### src/rtl/dcomod_pkg.sv
package dcomod_pkg;
    parameter int RANGE_W = 4;
    parameter int TAP_W   = 3;
    parameter int MOD_W   = 5;
    localparam int FRAME_LEN = 1 << MOD_W;

    typedef struct packed {
        logic [RANGE_W-1:0] rng;
        logic [TAP_W-1:0]   tap;
        logic [MOD_W-1:0]   mod;
    } dco_cfg_t;

    localparam logic [TAP_W-1:0] TAP_TOP = {TAP_W{1'b1}};
    localparam logic [MOD_W-1:0] PHASE_LAST = {MOD_W{1'b1}};

    function automatic logic [MOD_W-1:0] bit_rev(input logic [MOD_W-1:0] v);
        logic [MOD_W-1:0] r;
        for (int i = 0; i < MOD_W; i++) r[i] = v[MOD_W-1-i];
        return r;
    endfunction
endpackage

### src/rtl/dcomod_phase.sv
module dcomod_phase
    import dcomod_pkg::*;
(
    input  logic             clk,
    input  logic             rst,
    output logic [MOD_W-1:0] phase,
    output logic             frame_start,
    output logic             frame_last
);
    always_ff @(posedge clk) begin
        if (rst) phase <= '0;
        else     phase <= phase + 1'b1;
    end

    assign frame_start = (phase == '0);
    assign frame_last  = (phase == PHASE_LAST);

    assert_strobe_single_R1: assert property (@(posedge clk) disable iff (rst)
        frame_start |=> !frame_start);
    assert_last_then_start_R1: assert property (@(posedge clk) disable iff (rst)
        frame_last |=> frame_start);
endmodule

### src/rtl/dcomod_regs.sv
module dcomod_regs
    import dcomod_pkg::*;
(
    input  logic     clk,
    input  logic     rst,
    input  logic     we,
    input  dco_cfg_t wr_cfg,
    input  logic     frame_last,
    output dco_cfg_t active
);
    dco_cfg_t pending;

    always_ff @(posedge clk) begin
        if (rst) begin
            pending <= '0;
            active  <= '0;
        end else begin
            if (we) pending <= wr_cfg;
            if (frame_last) active <= we ? wr_cfg : pending;
        end
    end

    // settings never move in the middle of a frame
    assert_hold_midframe_R7: assert property (@(posedge clk) disable iff (rst)
        !frame_last |=> $stable(active));
endmodule

### src/rtl/dcomod_pattern.sv
module dcomod_pattern
    import dcomod_pkg::*;
(
    input  logic             clk,
    input  logic             rst,
    input  logic [MOD_W-1:0] phase,
    input  logic             frame_last,
    input  dco_cfg_t         active,
    output logic             tap_up,
    output logic [TAP_W-1:0] tap_sel
);
    logic mod_allowed;
    logic [MOD_W:0] up_cnt;

    assign mod_allowed = (active.tap != TAP_TOP);
    assign tap_up  = mod_allowed && (bit_rev(phase) < active.mod);
    assign tap_sel = active.tap + {{(TAP_W-1){1'b0}}, tap_up};

    always_ff @(posedge clk) begin
        if (rst)             up_cnt <= '0;
        else if (frame_last) up_cnt <= '0;
        else                 up_cnt <= up_cnt + {{MOD_W{1'b0}}, tap_up};
    end

    assert_frame_count_R2: assert property (@(posedge clk) disable iff (rst)
        frame_last |-> (up_cnt + {{MOD_W{1'b0}}, tap_up}) ==
                       (mod_allowed ? {1'b0, active.mod} : '0));
    assert_mod0_base_R4: assert property (@(posedge clk) disable iff (rst)
        (active.mod == '0) |-> !tap_up);
    assert_spread_R5: assert property (@(posedge clk) disable iff (rst)
        (tap_up && active.mod <= MOD_W'(FRAME_LEN/2)) |=> !tap_up);
    assert_top_tap_off_R6: assert property (@(posedge clk) disable iff (rst)
        (active.tap == TAP_TOP) |-> (tap_sel == TAP_TOP));
endmodule

### src/rtl/dcomod_top.sv
module dcomod_top
    import dcomod_pkg::*;
(
    input  logic               clk,
    input  logic               rst,
    input  logic               cfg_we,
    input  logic [RANGE_W-1:0] cfg_range,
    input  logic [TAP_W-1:0]   cfg_tap,
    input  logic [MOD_W-1:0]   cfg_mod,
    output logic [RANGE_W-1:0] osc_range,
    output logic [TAP_W-1:0]   osc_tap,
    output logic               tap_up,
    output logic               frame_start
);
    logic [MOD_W-1:0] phase;
    logic             frame_last;
    dco_cfg_t         wr_cfg, active;

    assign wr_cfg = '{rng: cfg_range, tap: cfg_tap, mod: cfg_mod};

    dcomod_phase u_phase (
        .clk(clk), .rst(rst), .phase(phase),
        .frame_start(frame_start), .frame_last(frame_last)
    );

    dcomod_regs u_regs (
        .clk(clk), .rst(rst), .we(cfg_we), .wr_cfg(wr_cfg),
        .frame_last(frame_last), .active(active)
    );

    dcomod_pattern u_pattern (
        .clk(clk), .rst(rst), .phase(phase), .frame_last(frame_last),
        .active(active), .tap_up(tap_up), .tap_sel(osc_tap)
    );

    assign osc_range = active.rng;

    // the range code only changes when a new frame begins
    assert_range_at_frame_R8: assert property (@(posedge clk) disable iff (rst)
        !frame_start |-> $stable(osc_range));
endmodule

### config.mk
export PLATFORM = sky130hd
export DESIGN_NAME = dcomod_top
export DESIGN_NICKNAME = d
export VERILOG_FILES = /design/src/rtl/dcomod_pkg.sv /design/src/rtl/dcomod_phase.sv /design/src/rtl/dcomod_regs.sv /design/src/rtl/dcomod_pattern.sv /design/src/rtl/dcomod_top.sv
export SDC_FILE = /design/constraint.sdc
export NUM_CORES = 1
export LEC_CHECK = 0
export ABC_AREA = 1
export BUFFER_PORTS_ARGS = -buffer_cell sky130_fd_sc_hd__buf_2
export CAP_MARGIN = 10
export CORE_MARGIN = 5
export CORE_UTILIZATION = 53
export DETAILED_ROUTE_END_ITERATION = 10
export GPL_TIMING_DRIVEN = 0
export PLACE_DENSITY_LB_ADDON = 0.12
export SKIP_LAST_GASP = 1
export SLEW_MARGIN = 20
export SYNTH_ARGS = -nofsm -noshare
export SYNTH_HDL_FRONTEND = slang
export SYNTH_SLANG_ARGS = --single-unit
### constraint.sdc
create_clock -name clk -period 3.25 [get_ports clk]
set_input_delay 0.1625 -clock clk [delete_from_list [all_inputs] [get_ports clk]]
set_output_delay 0.1625 -clock clk [all_outputs]
set_load 0.1 [all_outputs]
# Yosys cells after proc, flatten, opt, wreduce, memory -nomap -nowiden
# Index checks and enable logic that the tools add are counted.
# Widths: inputs -> output; s select.
[totals] register_bits=29 output_inout_bits=9 wordCells=15
[classes] n_addsub=2 n_lt_le_gt_ge=1 eq_ne=2 mux=1 reduce_logical=2
[ops] operator="$mux 12" n=1
[ops] operator="$add 5x1->5 const B" n=1
[ops] operator="$eq 5x5->1 const B" n=1
[ops] operator="$logic_not 5->1" n=1
[ops] operator="$lt 5x5->1" n=1
[ops] operator="$add 3x1->3" n=1
[ops] operator="$ne 3x3->1 const B" n=1
[ops] operator="$logic_and 1x1->1" n=1

# Depth between registers and ports, before layout
# Gate-level depths: netlist of the first run.
[logic_depth] depth_word=3 ltp_mapped=10 mapped_depth_nobuf=10

# Cells and area by module
# Synthesis of the first run repeated with hierarchy kept, for this count alone.
[unflattened] cells_unflattened=186 area_unflattened_um2=1342.5
[by_module_without_submodules] mod="dcomod_regs" instances=1 cells_each=127 area_each_um2=947.2 seq_area_each_um2=480.5
[by_module_without_submodules] mod="dcomod_phase" instances=1 cells_each=29 area_each_um2=224.0 seq_area_each_um2=100.1
[by_module_without_submodules] mod="dcomod_pattern" instances=1 cells_each=30 area_each_um2=171.4 seq_area_each_um2=0.0

# Worst setup path before layout of the first run
# No wires, ideal clock.
[synth_path] path_type="flip-flop to output port" from="reg u_phase.phase[0]" to="out osc_tap[2]" t_arrival_ps=4085 path_slack_ps=-997 stages_incl_launch_ff=10 path_cell_list="dfxtp_1 -> ha_1 -> nand2_1 -> nand2_1 -> nor2_1 -> nand2_1 -> nor2_1 -> ha_1 -> ha_1 -> xor2_1"
[synth_between] elab_chain_len=3
[synth_lines] element="start: declaration" line="dcomod_phase.sv:6" rtl="output logic [MOD_W-1:0] phase,"
[synth_lines] element="start signal: assignment" line="dcomod_phase.sv:12" rtl="else phase <= phase + 1'b1;"
[synth_lines] element="$lt 5x5->1" line="dcomod_pattern.sv:16" rtl="assign tap_up = mod_allowed && (bit_rev(phase) < active.mod);"
[synth_lines] element="$logic_and 1x1->1" line="dcomod_pattern.sv:16"
[synth_lines] element="named net tap_up" line="dcomod_top.sv:12" rtl="output logic tap_up,"
[synth_lines] element="$add 3x1->3" line="dcomod_pattern.sv:17" rtl="assign tap_sel = active.tap + {{(TAP_W-1){1'b0}}, tap_up};"
[synth_lines] element="end: declaration" line="dcomod_top.sv:11" rtl="output logic [TAP_W-1:0] osc_tap,"
# The timed path passes the listed nets, and every way through them passes these cells.

# Worst setup path in the final report of the first run
[layout_path] from="reg u_phase.phase[0]" to="out osc_tap[2]"
[layout_between] elab_chain_len=3
[layout_lines] element="$lt 5x5->1" line="dcomod_pattern.sv:16"
[layout_lines] element="$logic_and 1x1->1" line="dcomod_pattern.sv:16"
[layout_lines] element="$add 3x1->3" line="dcomod_pattern.sv:17"
# No other way between the ends.

==> results of run 1 <==
area by class of cell:
type | instances | area, µm²
plain buffers | 11 | 83.8
clock buffers | 5 | 37.5
clock inverters | 3 | 17.5
fillers | 236 | 893
inverters | 39 | 146
multi-input cells | 115 | 571
flip-flops and latches | 29 | 581
well taps | 30 | 37.5
repair buffers | 22 | 110
how the worst max path moves through the flow:
stage                                      from          to  slack [ns]  cells past startpoint
floorplan           u_phase.phase[0]$_SDFF_PP0_  osc_tap[2]        0.05                      9
global placement    u_phase.phase[0]$_SDFF_PP0_  osc_tap[2]        1.11                      8
detailed placement  u_phase.phase[0]$_SDFF_PP0_  osc_tap[2]        1.06                      8
CTS                 u_phase.phase[0]$_SDFF_PP0_  osc_tap[2]        0.69                      8
global route        u_phase.phase[0]$_SDFF_PP0_  osc_tap[2]        0.53                      8
finish              u_phase.phase[0]$_SDFF_PP0_  osc_tap[2]        0.72                      8
per-layer routing:
layer,GRT usage (%),vias to the layer above
met5,0,-
met4,7.43,0
met3,6.60,6
met2,24.9,20
met1,19.2,492
li1,-,625
stage by stage:
step	total power, mW	instance area (µm²)	hold slack (ns)
4_1_cts	0.712	1580	0.134
6_report	0.704	1580	0.142
3_3_place_gp	0.496	1530	0.464
5_1_grt	0.739	1580	0.134
2_1_floorplan	0.475	1380	0.326
3_5_place_dp	0.499	1530	0.470
power groups by stage:
stage               registers [mW]  logic [mW]  clock network [mW]
floorplan                    0.382      0.0928                   0
global placement             0.383       0.113                   0
detailed placement           0.385       0.115                   0
CTS                          0.376       0.115               0.220
global route                 0.378       0.127               0.234
finish                       0.376       0.114               0.214
synthesized netlist by cell type:
master,count
dfxtp_1,29
nor3_1,2
inv_1,39
nand3_1,1
o21ai_1,3
ha_1,9
o21ai_0,6
buf_4,7
clkbuf_1,1
nor2_1,33
nand4_1,1
buf_6,2
a21oi_1,7
buf_2,1
o21ai_2,3
nand2_1,48
xor2_1,1
nor3b_1,1
worst register-to-register path, delay by kind of cell, from the launching register on:
family                   cells  cell delay [ns]
flip-flops                   1             0.45
buffers and inverters        3             0.39
adder cells (fa/ha/maj)      2             0.36
AND/OR/NAND/NOR              4             0.31
registers in the layout, summed over array words and instances (netlist names):
name            flops
u_phase.phase       5
u_regs.active      12
u_regs.pending     12
cells by family after synthesis:
logic type	after synthesis	share of synthesized area [%]
xor+xnor	1	0.639
simple gates	86	24.3
compound gates	19	7.76
fa+ha+maj	9	8.21
buf+inv	50	16.8
flops	29	42.3
==> impl_metrics.env, run 1 <==
export IMPL_cts_setup_buffers=0
export IMPL_max_vdd_ir_drop_mv=0.341
export IMPL_cts_tree="built"
export IMPL_worstHoldStart="rst"
export IMPL_path_delay_family="adder cells"
export IMPL_clock_sinks=29
export IMPL_p_sw_share_pct=31.6
export IMPL_antenna_left=0
export IMPL_synth_top_area_share_pct=42.3
export IMPL_endpoint_kind="primary output"
export IMPL_status="finished, final reports clean"
export IMPL_synth_top_area_cell="dfxtp_1"
export IMPL_cts_htree_levels=2
export IMPL_combPwrFrac_pct=16.2
export IMPL_ys_seq_area_share_pct=42.3
export IMPL_diodes=0
export IMPL_track_usage_pct=16.0
export IMPL_holdBufCountCts=0
export IMPL_start_util_pct=55.4
export IMPL_fin_nets=247
export IMPL_vias_per_cell=4.50
export IMPL_crit_chain="ha_1 > nand2_1 > nor3_1 > nor2_2 > ha_1 > ha_1 > xor2_2 > buf_2"
export IMPL_finalSetupViolCount=0
export IMPL_mostFrequentLayoutCell="nand2_1"
export IMPL_fin_skew_ns=0.00837
export IMPL_cp_slowest_cell="buf_2"
export IMPL_p_leak_nw=0.873
export IMPL_core_rowCount=18
export IMPL_io_pins=24
export IMPL_syn_num_nets=218
export IMPL_drtIter0Drc=17
export IMPL_dieArea_um2=3700
export IMPL_critPathKind="register to primary output"
export IMPL_yosysUniqueCellTypes=18
export IMPL_rsz0062_at_grt="false"
export IMPL_grt_pass1_vias=980
export IMPL_synth_area_leaders="dfxtp_1 42%, nand2_1 13%, inv_1 11%"
export IMPL_fin_tns_setup_ns=0
export IMPL_r2r_end="u_regs.active[6]$_SDFFE_PP0N_"
export IMPL_hpwl_um=1890
export IMPL_finalMaxSlewViolations=0
export IMPL_path_clk_slew_ns=0.10
export IMPL_dieWidth_um=60.9
export IMPL_grt_overflow_total=0
export IMPL_required_ns=3.09
export IMPL_yosysWarnings=0
export IMPL_cp_arrival_ns=2.37
export IMPL_syn_area_um2=1370
export IMPL_post_place_ws_ns=1.06
export IMPL_hold_class="primary input to register"
export IMPL_coreArea_um2=2480
export IMPL_max_stage_delay_ns=0.43
export IMPL_whs_endpoint="u_regs.active[3]$_SDFFE_PP0N_"
export IMPL_max_cap_violations=0
export IMPL_dr_wl_met3_um=143
export IMPL_area_growth_pct=15.5
export IMPL_final_util_pct=63.9
export IMPL_p_int_uw=482
export IMPL_port_buffers=22
export IMPL_p_sw_uw=222
export IMPL_slew_headroom_pct=66.7
export IMPL_vias=1143
export IMPL_synth_cells=194
export IMPL_drc_errors=0
export IMPL_clk_latency_ns=0.33
export IMPL_worst_pin_slew_ns=0.500
export IMPL_max_freq_mhz=395
export IMPL_postSynthAreaPerCell_um2=7.07
export IMPL_cts_made_buffers=5
export IMPL_finalNonFillerCells=254
export IMPL_dieHeight_um=60.9
export IMPL_routabilityCongestion=0.797
export IMPL_p_per_area_nw_per_um2=444
export IMPL_min_path_cells=4
export IMPL_antenna_found_initial=0
export IMPL_routed_wirelength_um=2540
export IMPL_synth_seq_cells=29
export IMPL_layout_common_cells="48 x nand2_1, 39 x inv_1, 32 x nor2_1"
export IMPL_crit_path_start_kind="register"
export IMPL_cts_root_buf="clkbuf_4"
export IMPL_postCtsResizedCells=0
export IMPL_placed_cells=246
export IMPL_drive_gt1_share_pct=20.1
export IMPL_min_period_over_period_pct=77.8
export IMPL_p_seq_share_pct=53.5
export IMPL_cts_max_path_buffers=2
export IMPL_wl_met1_um=1180
export IMPL_grt_pass1_wl_um=4270
export IMPL_grt_max_degree=11
export IMPL_hold_violations=0
export IMPL_r2r_cells=9
export IMPL_wl_met2_um=1160
export IMPL_rrSetupSlack_ns=1.65
export IMPL_wl_per_cell_um=9.98
export IMPL_fin_crit_ns=2.53
export IMPL_path_max_fanout=6
export IMPL_worst_path_buf_inv=1
export IMPL_regToRegStartpoint="u_phase.phase[0]$_SDFF_PP0_"
export IMPL_highest_layer="met4"
export IMPL_clkPwrFrac_pct=30.4
export IMPL_drt_pass1_iterations=4
export IMPL_setup_slack_ns=0.720
export IMPL_crit_top_cell="ha_1"
Power figures use the tool's default switching activity.
==> run 2, diff against run 1 <==
==> constraint.sdc (replaced) <==
create_clock -name clk -period 2.4 [get_ports clk]
set_input_delay 0.12 -clock clk [delete_from_list [all_inputs] [get_ports clk]]
set_output_delay 0.12 -clock clk [all_outputs]
set_load 0.1 [all_outputs]
==> run 2 against run 1 <==
Net effect: clock-buffer cell count did not move; utilization rose by 1.2 points; cell area rose by 1.9%; flip-flop and latch count did not move; critical path type unchanged; critical endpoint unchanged; largest cell class is now multi-input gates.
==> impl_metrics.env, run 2 (synthesis gave the netlist of run 1 again) <==
export IMPL_status="finished, final reports clean"
export IMPL_holdBufCountCts=0
export IMPL_finalSetupViolCount=0
export IMPL_hpwl_um=2000
export IMPL_area_growth_pct=17.7
export IMPL_antenna_found_initial=0
export IMPL_fin_nets=247
export IMPL_hold_violations=0
export IMPL_crit_start="u_phase.phase[0]$_SDFF_PP0_"
export IMPL_worstHoldStart="rst"
export IMPL_cts_made_buffers=5
export IMPL_placed_cells=246
export IMPL_rsz0062_at_grt="false"
export IMPL_drc_errors=0
export IMPL_max_stage_delay_ns=0.36
export IMPL_multiInputGateArea_um2=599
export IMPL_cts_max_path_buffers=2
export IMPL_p_seq_share_pct=54.9
export IMPL_antenna_left=0
export IMPL_grt_pass1_wl_um=4520
export IMPL_cts_root_buf="clkbuf_4"
export IMPL_routabilityCongestion=0.767
export IMPL_fillers=232
export IMPL_routed_wirelength_um=2610
export IMPL_cp_slowest_cell="dfxtp_2"
export IMPL_vias=1160
export IMPL_fin_tns_setup_ns=0
export IMPL_p_per_area_nw_per_um2=575
export IMPL_cts_htree_levels=2
export IMPL_min_period_over_period_pct=94.2
export IMPL_core_rowCount=18
export IMPL_slew_headroom_pct=67.5
export IMPL_max_freq_mhz=442
export IMPL_fin_skew_ns=0.00398
export IMPL_io_pins=24
export IMPL_max_vdd_ir_drop_mv=0.417
export IMPL_clock_sinks=29
export IMPL_coreArea_um2=2480
export IMPL_fin_crit_ns=2.26
export IMPL_cp_arrival_ns=2.14
export IMPL_regToRegStartpoint="u_phase.phase[1]$_SDFF_PP0_"
export IMPL_combPwrFrac_pct=17.4
export IMPL_ff_latch_area_um2=582
export IMPL_drtIter0Drc=31
export IMPL_critPathKind="register to primary output"
export IMPL_p_int_uw=646
export IMPL_dieHeight_um=60.9
export IMPL_crit_top_cell="ha_1"
export IMPL_p_sw_uw=282
export IMPL_dieWidth_um=60.9
export IMPL_setup_slack_ns=0.140
export IMPL_diodes=0
export IMPL_path_clk_slew_ns=0.08
export IMPL_wl_per_cell_um=10.3
export IMPL_p_sw_share_pct=30.4
export IMPL_grt_max_degree=11
export IMPL_worst_pin_slew_ns=0.491
export IMPL_endpoint_kind="primary output"
export IMPL_dieArea_um2=3700
export IMPL_drive_gt1_share_pct=21.2
export IMPL_p_total_uw=928
export IMPL_port_buffers=22
export IMPL_post_place_ws_ns=0.155
export IMPL_vias_per_cell=4.60
export IMPL_grt_overflow_total=0
export IMPL_required_ns=2.28
export IMPL_grt_pass1_vias=1056
export IMPL_finalMaxSlewViolations=0
export IMPL_finalNonFillerCells=252
export IMPL_clkPwrFrac_pct=27.7
export IMPL_crit_path_start_kind="register"
export IMPL_clk_latency_ns=0.32
export IMPL_track_usage_pct=16.9
export IMPL_hold_class="primary input to register"
export IMPL_p_leak_nw=0.873
export IMPL_reg_largest_list="u_regs.active (12), u_regs.pending (12), u_phase.phase (5)"
export IMPL_path_max_fanout=6
export IMPL_start_util_pct=55.4
export IMPL_mostFrequentLayoutCell="nand2_1"
export IMPL_crit_chain="ha_1 > nand2_1 > nor3_2 > nor2_4 > ha_1 > ha_2 > xor2_4 > buf_6"
export IMPL_drt_pass1_iterations=4
export IMPL_whs_ns=0.111
export IMPL_layout_common_cells="48 x nand2_1, 39 x inv_1, 32 x nor2_1"
export IMPL_max_cap_violations=0
export IMPL_cts_tree="built"
run 2: cell types whose count changed in the layout (fill, tap and decap cells not counted), sizes merged:
| cell | change |
|---|---|
| clkinv | -1 |
| clkinvlp | -1 |
run 2: power groups by stage:
stage	Combinational [mW]	Clock, mW	Sequential, mW
3_3_place_gp	0.156	0	0.519
2_1_floorplan	0.129	0	0.518
3_5_place_dp	0.161	0	0.520
6_report	0.161	0.257	0.509
4_1_cts	0.164	0.271	0.509
5_1_grt	0.177	0.303	0.512
run 2: final timing paths:
path                                   endpoint  slack, ns  cells after the start
hold reg to reg     u_phase.phase[0]$_SDFF_PP0_       0.48                      1
hold / removal    u_regs.active[7]$_SDFFE_PP0N_       0.11                      4
setup reg to reg  u_regs.active[6]$_SDFFE_PP0N_       0.86                      9
setup / recovery                     osc_tap[2]       0.14                      8
run 2: area by class of cell:
| class | instances | share of cell area (%) |
|---|---|---|
| clock inverter | 1 | 0.310 |
| inverter | 39 | 9.07 |
| sequential | 29 | 36.0 |
| timing repair buffer | 22 | 7.60 |
| tap | 30 | 2.33 |
| multi-input combinational | 115 | 37.1 |
| clock buffer | 5 | 2.33 |
| buffer | 11 | 5.19 |
run 2: routing by layer:
layer / part of all wire, % / vias up / wire length (µm) / GRT usage [%]
met5: 0 / - / 0 / 0
met4: 1.8 / 0 / 46 / 6.50
met3: 6.3 / 6 / 165 / 7.66
met2: 48 / 30 / 1250 / 25.6
met1: 44 / 496 / 1150 / 21.1
li1: - / 628 / - / -
run 2: repair_timing:
action                                  4_1_cts  5_1_grt
gates resized for setup                       3        3
endpoints found under the setup margin        2        2
buffers inserted                              0        0
run 2: per-stage QoR:
stage | utilization (%) | area, µm²
6_report | 65.2 | 1610
2_1_floorplan | - | 1410
3_3_place_gp | 62.7 | 1550
5_1_grt | 65.2 | 1610
4_1_cts | 64.8 | 1610
3_5_place_dp | 62.7 | 1550
run 2: critical path, delay by kind of cell (launching register included):
kind	cells	cell delay (ns)
xor gates and xnor gates	1	0.13
adders and majority gates	3	0.70
buffers and inverters	1	0.23
DFF	1	0.36
and+or+nand+nor	3	0.40
==> run 3, diff against run 2 <==
--- a/config.mk
+++ b/config.mk
@@ -6,11 +6,11 @@
 export NUM_CORES = 1
 export LEC_CHECK = 0
 export ABC_AREA = 1
-export BUFFER_PORTS_ARGS = -buffer_cell sky130_fd_sc_hd__buf_2
 export CAP_MARGIN = 10
 export CORE_MARGIN = 5
 export CORE_UTILIZATION = 53
 export DETAILED_ROUTE_END_ITERATION = 10
+export DONT_BUFFER_PORTS = 1
 export GPL_TIMING_DRIVEN = 0
 export PLACE_DENSITY_LB_ADDON = 0.12
 export SKIP_LAST_GASP = 1
==> run 3 against run 2 <==
Net effect: the flow now finishes with violations (negative setup slack); sequential share of layout area grew 0.85 points; register-to-register slack worse by 0.10 ns; largest power group unchanged; flip-flop and latch count stayed put; die area did not move; routed wire length is 3.9% higher; fmax shrank 20%.
==> impl_metrics.env, run 3 (synthesis gave the netlist of run 1 again) <==
export IMPL_io_pins=24
export IMPL_clock_sinks=29
export IMPL_path_max_fanout=2
export IMPL_cts_max_path_buffers=2
export IMPL_wl_per_cell_um=11.5
export IMPL_wl_met1_um=1200
export IMPL_fin_skew_ns=0.00543
export IMPL_antenna_left=0
export IMPL_post_place_ws_ns=-0.315
export IMPL_mostFrequentLayoutCell="nand2_1"
export IMPL_min_period_over_period_pct=118
export IMPL_diodes=0
export IMPL_failed_checks="negative setup slack"
export IMPL_grt_overflow_total=0
export IMPL_cts_tree="built"
export IMPL_multiInputGateArea_um2=671
export IMPL_highest_layer="met4"
export IMPL_dieWidth_um=60.9
export IMPL_grt_pass1_vias=1068
export IMPL_fin_area_um2=1600
export IMPL_crit_chain="ha_4 > nand2_2 > nand2_2 > nor2_2 > nand2_2 > nor2_4 > ha_4 > ha_4 > xor2_4"
export IMPL_ff_latch_area_um2=592
export IMPL_status="finished, violations left"
export IMPL_vias_per_cell=4.82
export IMPL_dieArea_um2=3700
export IMPL_p_per_area_nw_per_um2=591
export IMPL_drt_pass1_iterations=4
export IMPL_finalMaxSlewViolations=0
export IMPL_cp_arrival_ns=2.71
export IMPL_routed_wirelength_um=2710
export IMPL_max_stage_delay_ns=0.57
export IMPL_max_cap_violations=0
export IMPL_cp_slowest_cell="xor2_4"
export IMPL_worstHoldStart="cfg_range[1]"
export IMPL_crit_path_start_kind="register"
export IMPL_reg_largest_list="u_regs.active (12), u_regs.pending (12), u_phase.phase (5)"
export IMPL_coreArea_um2=2480
export IMPL_drtIter0Drc=51
export IMPL_hold_violations=0
export IMPL_start_util_pct=55.4
export IMPL_core_rowCount=18
export IMPL_antenna_found_initial=0
export IMPL_cts_htree_levels=2
export IMPL_hold_class="primary input to register"
export IMPL_cts_root_buf="clkbuf_4"
export IMPL_dpl_cell_area_um2=1450
export IMPL_crit_start="u_phase.phase[0]$_SDFF_PP0_"
export IMPL_endpoint_kind="primary output"
export IMPL_rsz0062_at_grt="true"
export IMPL_dr_wl_met3_um=145
export IMPL_grt_pass1_wl_um=4590
export IMPL_clk_latency_ns=0.32
export IMPL_routabilityCongestion=0.751
export IMPL_layout_common_cells="45 x nand2_1, 36 x inv_1, 31 x nor2_1"
export IMPL_vias=1132
export IMPL_path_delay_family="simple AND/OR/NAND/NOR gates"
export IMPL_hpwl_um=1960
export IMPL_max_vdd_ir_drop_mv=0.408
export IMPL_drive_gt1_share_pct=19.5
export IMPL_fillers=231
export IMPL_path_clk_slew_ns=0.08
export IMPL_wl_met2_um=1320
export IMPL_regToRegStartpoint="u_phase.phase[0]$_SDFF_PP0_"
export IMPL_area_growth_pct=17.0
export IMPL_critPathKind="register to primary output"
export IMPL_p_leak_nw=0.792
export IMPL_worst_path_buf_inv=0
export IMPL_finalSetupViolCount=2
export IMPL_grt_max_degree=11
export IMPL_max_freq_mhz=354
export IMPL_dieHeight_um=60.9
export IMPL_slew_headroom_pct=34.4
export IMPL_fin_crit_ns=2.83
export IMPL_port_buffers=0
export IMPL_fin_nets=228
export IMPL_worst_pin_slew_ns=0.981
export IMPL_track_usage_pct=17.3
export IMPL_cts_made_buffers=5
export IMPL_drc_errors=0
export IMPL_required_ns=2.28
export IMPL_setup_slack_ns=-0.426
-- run 3: cell count changes in the layout (fill, tap and decap cells not counted), moves of 3 or more --
| cell | delta |
|---|---|
| buf_2 | -20 |
| nand2_2 | +3 |
| ha_1 | -4 |
| inv_2 | +3 |
| clkbuf_1 | +3 |
| ha_4 | +5 |
| inv_1 | -3 |
| dfxtp_1 | -4 |
| nand2_1 | -3 |
-- run 3: final timing paths --
kind                                                 endpoint  slack [ns]  cells after the start
worst max register to register  u_regs.active[2]$_SDFFE_PP0N_        0.76                     10
worst min register to register   u_regs.pending[5]$_SDFF_PP0_        0.48                      2
worst max-delay path                               osc_tap[2]       -0.43                      9
worst min-delay path             u_regs.pending[9]$_SDFF_PP0_        0.02                      4
-- run 3: worst reg2reg max path: stages (launching register included) --
cell	delay (ns)
dfxtp_4	0.36
buf_4	0.15
ha_1	0.20
nand2_1	0.08
nor2_1	0.04
ha_1	0.17
buf_4	0.17
inv_1	0.15
a21oi_1	0.10
nand2_1	0.07
inv_1	0.04
-- run 3: layout make-up --
class	count	area share [%]
Multi-Input combinational cell	115	41.8
Sequential cell	29	36.9
Inverter	39	9.13
Buffer	11	5.23
Clock buffer	8	3.04
Tap cell	30	2.34
Timing Repair Buffer	3	1.56
-- run 3: timing repair --
action,4_1_cts,5_1_grt
cloned,0,0
resized for setup,11,9
pin swaps,6,10
hold buffers,1,0
setup endpoints to repair,3,3
buffers inserted,2,0
endpoints found under the hold margin,3,0
-- run 3: metal layers --
| metal | up-vias | global-route usage (%) |
|---|---|---|
| met5 | - | 0 |
| met4 | 0 | 6.50 |
| met3 | 6 | 7.02 |
| met2 | 22 | 26.9 |
| met1 | 510 | 21.6 |
| li1 | 594 | - |
-- run 3: report_power, final --
group          internal, mW  switching, mW  leakage [nW]
Combinational        0.0500          0.118         0.526
Clock                 0.116          0.155        0.0265
Sequential            0.498        0.00951         0.240
-- run 3: metrics by stage --
stage	power, mW	utilization, %	hold slack, ns	setup TNS, ns	std cells
final	0.948	64.7	0.0182	-0.445	235
after global routing	1.00	64.7	0.0179	-0.659	235
after CTS	0.948	63.3	0.00617	-0.562	235
after floorplan	0.647	-	0.284	-0.151	194
after global placement	0.660	58.2	0.301	-0.285	224
after detailed placement	0.667	58.5	0.301	-0.391	224
